## config.mk

```make
export PLATFORM = sky130hd
export DESIGN_NAME = perf_counter_slice
export DESIGN_NICKNAME = d
export VERILOG_FILES = /design/src/rtl/pcs_pkg.sv /design/src/rtl/pcs_filter.sv /design/src/rtl/pcs_counter.sv /design/src/rtl/pcs_ovf.sv /design/src/rtl/perf_counter_slice.sv
export SDC_FILE = /design/constraint.sdc
export NUM_CORES = 1
export LEC_CHECK = 0
export BUFFER_PORTS_ARGS = -buffer_cell sky130_fd_sc_hd__buf_2
export CORE_MARGIN = 1.5
export CORE_UTILIZATION = 54
export DETAILED_ROUTE_END_ITERATION = 16
export GPL_TIMING_DRIVEN = 0
export PLACE_DENSITY = 0.83
export SETUP_SLACK_MARGIN = 0.02
export SYNTH_ARGS = -nofsm -noshare
export SYNTH_HDL_FRONTEND = slang
export SYNTH_HIERARCHICAL = 1
export SYNTH_SLANG_ARGS = --single-unit
```

## constraint.sdc

```tcl
create_clock -name clk -period 5.3 [get_ports clk]
set_input_delay 0 -clock clk [delete_from_list [all_inputs] [get_ports clk]]
set_output_delay 0 -clock clk [all_outputs]
set_load 0.03 [all_outputs]
```

## src/rtl/pcs_pkg.sv

```systemverilog
package pcs_pkg;
  // Control word, bit 5 down to bit 0
  typedef struct packed {
    logic ovf;
    logic m_inh;
    logic s_inh;
    logic u_inh;
    logic vs_inh;
    logic vu_inh;
  } pcs_ctl_t;

  localparam int CTL_W = $bits(pcs_ctl_t);

  typedef enum logic [1:0] {
    PRIV_USER = 2'b00,
    PRIV_SUP  = 2'b01,
    PRIV_RSVD = 2'b10,
    PRIV_MACH = 2'b11
  } pcs_priv_e;
endpackage

```

## src/rtl/pcs_filter.sv

```systemverilog
module pcs_filter
  import pcs_pkg::*;
(
  input  logic [1:0] priv_i,
  input  logic       virt_i,
  input  logic       m_inh_i,
  input  logic       s_inh_i,
  input  logic       u_inh_i,
  input  logic       vs_inh_i,
  input  logic       vu_inh_i,
  output logic       block_o
);
  always_comb begin
    unique case (pcs_priv_e'(priv_i))
      PRIV_MACH: block_o = m_inh_i;
      PRIV_SUP:  block_o = virt_i ? vs_inh_i : s_inh_i;
      PRIV_USER: block_o = virt_i ? vu_inh_i : u_inh_i;
      default:   block_o = 1'b0;
    endcase
  end
endmodule

```

## src/rtl/pcs_counter.sv

```systemverilog
module pcs_counter #(
  parameter int CNT_W  = 64,
  parameter int HALF_W = 32,
  localparam int NHALF = CNT_W / HALF_W
) (
  input  logic             clk,
  input  logic             rst_n,
  input  logic             step_i,
  input  logic [NHALF-1:0] we_i,
  input  logic [CNT_W-1:0] wdata_i,
  output logic [CNT_W-1:0] cnt_o,
  output logic             wrap_o
);
  logic [NHALF:0]   carry;
  logic [NHALF-1:0] ones;
  logic             go;

  assign go       = step_i && (we_i == '0);
  assign carry[0] = go;

  for (genvar g = 0; g < NHALF; g++) begin : g_half
    logic [HALF_W-1:0] half_q;
    assign ones[g]    = &half_q;
    assign carry[g+1] = carry[g] & ones[g];
    assign cnt_o[g*HALF_W +: HALF_W] = half_q;

    always_ff @(posedge clk) begin
      if (!rst_n)        half_q <= '0;
      else if (we_i[g])  half_q <= wdata_i[g*HALF_W +: HALF_W];
      else if (carry[g]) half_q <= half_q + 1'b1;
    end

    AST_HALF_LOAD: assert property (@(posedge clk) disable iff (!rst_n)
      we_i[g] |=> half_q == $past(wdata_i[g*HALF_W +: HALF_W]));
  end

  assign wrap_o = carry[NHALF];

  AST_STEP_ONE: assert property (@(posedge clk) disable iff (!rst_n)
    go |=> cnt_o == $past(cnt_o) + 1'b1);
  AST_WRAP_ZERO: assert property (@(posedge clk) disable iff (!rst_n)
    wrap_o |=> cnt_o == '0);
endmodule

```

## src/rtl/pcs_ovf.sv

```systemverilog
module pcs_ovf
  import pcs_pkg::*;
(
  input  logic     clk,
  input  logic     rst_n,
  input  logic     wrap_i,
  input  logic     ctl_we_i,
  input  pcs_ctl_t ctl_wdata_i,
  input  logic     irq_clr_i,
  output pcs_ctl_t ctl_o,
  output logic     irq_o
);
  pcs_ctl_t ctl_q;
  logic     irq_q;
  logic     fresh;

  assign fresh = wrap_i && !ctl_q.ovf;

  always_ff @(posedge clk) begin
    if (!rst_n) begin
      ctl_q <= '0;
    end else begin
      if (ctl_we_i) ctl_q <= ctl_wdata_i;
      if (wrap_i)   ctl_q.ovf <= 1'b1;
    end
  end

  always_ff @(posedge clk) begin
    if (!rst_n)         irq_q <= 1'b0;
    else if (fresh)     irq_q <= 1'b1;
    else if (irq_clr_i) irq_q <= 1'b0;
  end

  assign ctl_o = ctl_q;
  assign irq_o = irq_q;

  AST_IRQ_FRESH: assert property (@(posedge clk) disable iff (!rst_n)
    $rose(irq_q) |-> $past(wrap_i && !ctl_q.ovf));
  AST_FLAG_STICKY: assert property (@(posedge clk) disable iff (!rst_n)
    ctl_q.ovf && !ctl_we_i |=> ctl_q.ovf);
  AST_IRQ_HOLD: assert property (@(posedge clk) disable iff (!rst_n)
    irq_q && !irq_clr_i |=> irq_q);
  AST_WRAP_FLAG: assert property (@(posedge clk) disable iff (!rst_n)
    wrap_i |=> ctl_q.ovf);
endmodule

```

## src/rtl/perf_counter_slice.sv

```systemverilog
module perf_counter_slice
  import pcs_pkg::*;
#(
  parameter int CNT_W  = 64,
  parameter int HALF_W = 32,
  localparam int NHALF = CNT_W / HALF_W
) (
  input  logic             clk,
  input  logic             rst_n,
  input  logic             event_i,
  input  logic [1:0]       priv_i,
  input  logic             virt_i,
  input  logic             avail_i,
  input  logic             inhibit_i,
  input  logic [NHALF-1:0] cnt_we_i,
  input  logic [CNT_W-1:0] cnt_wdata_i,
  output logic [CNT_W-1:0] count_o,
  input  logic             ctl_we_i,
  input  logic [CTL_W-1:0] ctl_wdata_i,
  output logic [CTL_W-1:0] ctl_o,
  input  logic             irq_clr_i,
  output logic             irq_o
);
  pcs_ctl_t ctl_q;
  logic     blocked;
  logic     step;
  logic     wrap;

  pcs_filter u_filter (
    .priv_i   (priv_i),
    .virt_i   (virt_i),
    .m_inh_i  (ctl_q.m_inh),
    .s_inh_i  (ctl_q.s_inh),
    .u_inh_i  (ctl_q.u_inh),
    .vs_inh_i (ctl_q.vs_inh),
    .vu_inh_i (ctl_q.vu_inh),
    .block_o  (blocked)
  );

  assign step = event_i && avail_i && !inhibit_i && !blocked;

  pcs_counter #(.CNT_W(CNT_W), .HALF_W(HALF_W)) u_count (
    .clk     (clk),
    .rst_n   (rst_n),
    .step_i  (step),
    .we_i    (cnt_we_i),
    .wdata_i (cnt_wdata_i),
    .cnt_o   (count_o),
    .wrap_o  (wrap)
  );

  pcs_ovf u_ovf (
    .clk         (clk),
    .rst_n       (rst_n),
    .wrap_i      (wrap),
    .ctl_we_i    (ctl_we_i),
    .ctl_wdata_i (pcs_ctl_t'(ctl_wdata_i)),
    .irq_clr_i   (irq_clr_i),
    .ctl_o       (ctl_q),
    .irq_o       (irq_o)
  );

  assign ctl_o = ctl_q;

  AST_GATED_OFF: assert property (@(posedge clk) disable iff (!rst_n)
    (!avail_i || inhibit_i) && cnt_we_i == '0 |=> $stable(count_o));
  AST_MACH_FILTER: assert property (@(posedge clk) disable iff (!rst_n)
    priv_i == 2'b11 && ctl_o[4] && cnt_we_i == '0 |=> $stable(count_o));
  AST_WRITE_WINS: assert property (@(posedge clk) disable iff (!rst_n)
    cnt_we_i == '1 |=> count_o == $past(cnt_wdata_i));
endmodule

```

==> flow_summary.ini <==
[layout]
n_antenna_cell = 0
nFillCells = 519
synthToLayoutAreaGrowth_pct = 41.8
final_nets = 808
layout-drive-gt1-share_pct = 25.1
final_area_sq_um = 5840

[worst_setup_path]
max_stage_delay_ns = 0.73
crit_start = u_ovf/ctl_o[0]
worstPathRequired_ns = 5.50
cp-end-kind = flip-flop
r2r_cells = 10
cp_num_cells = 10
crit_buf_inv = 1
critPathLaunchType = flip-flop
path_class = flip-flop to flip-flop
critPathTopFamily = simple AND/OR/NAND/NOR gates
r2r_slack_ns = 1.95
timing.rr.start = u_ovf/ctl_o[0]
arrival_ns = 3.55
crit_slowest_cell = nor4_2
worstPathMaxFanout = 10
crit_chain = mux2i_1, nor3_1, a311o_1, and4bb_2, nand3b_1, nor4_2, a31oi_1, clkbuf_1, o21ai_0, a21oi_1

[synth]
yosysSeqAreaShare_pct = 34.5
avgSynthCellArea_sq_um = 8.29
synth_edf_count = 0
ys_warn_count = 6
syn_inst = 497
synthFlopType = dfxtp_1
synth_area_sq_um = 4120
synth-async-reset-ratio_pct = 0
syn_nets = 581
ys_ff_latch = 71
synth.distinct_cells = 65

[global_route]
grt_max_degree = 15
antenna_found_initial = 0
grt_pass1_vias = 4999
grt_use_total_pct = 36.4
overflow = 0
grt_pass1_wl_um = 24000

[power_and_ir_drop]
ir_drop_uv = 169
swShare_pct = 31.3
p_leak_nw = 2.42
power_frac_seq_pct = 45.9
switching_power_w = 0.000420
clkPwrFrac_pct = 32.4
combPwrFrac_pct = 21.7
cellPowerDensity_nw_per_um2 = 229
power.internal_w = 0.000921

[timing]
finClkSkew_ns = 0.00873
timing.setup.tns_ns = 0
timing.slew.headroom_pct = 46.2
drv_slew = 0
hold_viol = 0
grt_setup_unrepaired = false
setup_viol = 0
max_freq_ghz = 0.298
period_share_pct = 63.2
post-route-min-period_ns = 3.35
tightest_slew_ns = 0.800

[clocking]
postCtsSetupBuffers = 0
insertion_delay_ns = 0.35
cts_buffers = 9
htreeDepth = 3
cts_max_path_buffers = 2
clock_sinks = 71
cts_root_buf = clkbuf_8
cts_tree = yes
cts.clk_slew.worst_paths_ns = 0.08

[floorplan]
die_w_um = 90.3
core_sq_um = 7330
die_h_um = 90.3
io_pins = 153
dieArea_sq_um = 8160
rows = 31
initial_core_util_pct = 56.2

[worst_hold_path]
hp-class = input port to flip-flop
min_from = rst_n
hold_path_depth = 2

[flow_run]
cap_violations = 0

[routing]
vias = 5134
drc = 0
dr.pass1.iters = 5
drtAntennaViolNets = 0
wl_per_cell_um = 18.2
viasPerCell = 6.20
routed_wl_um = 15100
drt_iter0_markers = 469

[place]
gp_congestion = 0.917
post_dp_cell_area_sq_um = 5000
hpwlAfterDp_um = 9870
port_buffers = 151

[status]
outcome = complete, no violations
Yosys cell counts, types with 14 or more instances:
master    count  area, sq um
o21ai_0      30          150
dfxtp_1      71         1420
nand4_1      25          156
nand3_1      29          145
xnor2_1      15          131
and4_1       15          131
nor3_1       17         85.1
clkbuf_1     24         90.1
a31oi_1      14         87.6
xor2_1       16          140
nand2_1      33          124
nor2_1       32          120
a21oi_1      27          135
path summary, 6_finish.rpt:
| kind | endpoint |
|---|---|
| hold reg to reg | u_ovf/irq_o |
| setup reg to reg | u_count/g_half[1].half_q[2] |
| hold / removal | u_ovf/ctl_o[5] |
| setup / recovery | u_count/g_half[1].half_q[2] |
layout make-up:
cell class                      instances  area (sq um)  share of cell area (%)
Tap cell                               99           124                    2.12
Clock buffer                           12           145                    2.49
Timing Repair Buffer                  216          1410                    24.1
Multi-Input combinational cell        387          2530                    43.4
Clock inverter                          4          45.0                   0.771
Sequential cell                        71          1420                    24.3
Buffer                                 29           126                    2.16
Inverter                               10          37.5                   0.643
kinds of logic after synthesis:
group / count (synthesis) / share of synthesized area (%)
buffers and inverters: 39 / 3.98
AO/OA/AOI/OAI: 131 / 21.0
AND/OR/NAND/NOR: 211 / 30.3
XOR/XNOR: 31 / 6.59
multiplexers: 12 / 3.04
adder cells (fa/ha/maj): 2 / 0.607
flip-flops: 71 / 34.5
cells in the final DEF (no fill, tap or decap), drive strengths merged, types with 14 or more instances in the layout:
master       netlist  layout
clkbuf            24      36
nand2             33      33
buf                5     156
dlygate4sd3        0      65
a21oi             27      27
nor3              18      18
and4              15      15
xor2              16      16
dfxtp             71      71
a31oi             14      14
o21ai             30      30
xnor2             15      15
nand3             29      29
nand4             28      28
nor2              32      32
per-stage QoR:
step / utilization [%] / hold WS (ns) / instances / worst slack, ns / power (W)
after detailed placement: 68.2 / 0.254 / 747 / 2.07 / 0.000869
after global routing: 79.7 / 0.0159 / 828 / 1.87 / 0.00139
final: 79.7 / 0.0155 / 828 / 1.95 / 0.00134
after global placement: 68.2 / 0.233 / 747 / 2.14 / 0.000862
after floorplan: - / 0.117 / 497 / 2.55 / 0.000770
after CTS: 79.7 / 0.00453 / 828 / 2.04 / 0.00133
power by group through the flow:
stage	Clock, W	Sequential, W	Combinational [W]
after global placement	0	0.000623	0.000238
after CTS	0.000436	0.000613	0.000283
after floorplan	0	0.000683	0.0000872
after detailed placement	0	0.000625	0.000244
after global routing	0.000459	0.000621	0.000307
final	0.000434	0.000615	0.000291
layer usage:
metal / GRT usage [%] / vias to the layer above / wire (um)
li1: - / 2350 / -
met3: 6.06 / 57 / 1570
met1: 42.5 / 2363 / 5660
met2: 65.2 / 364 / 7420
met5: 0 / - / 0
met4: 16.1 / 0 / 463
state kept, by name, indices dropped and copies added (netlist names):
signal                 flops
u_count/g_half.half_q     64
u_ovf/irq_o                1
u_ovf/ctl_o                6
timing repair:
item | in CTS | in global routing
endpoints found under the hold margin | 60 | 0
hold buffers | 65 | 0
gates resized for setup | 0 | 0
Note: power is estimated with default switching activity, not from simulation.
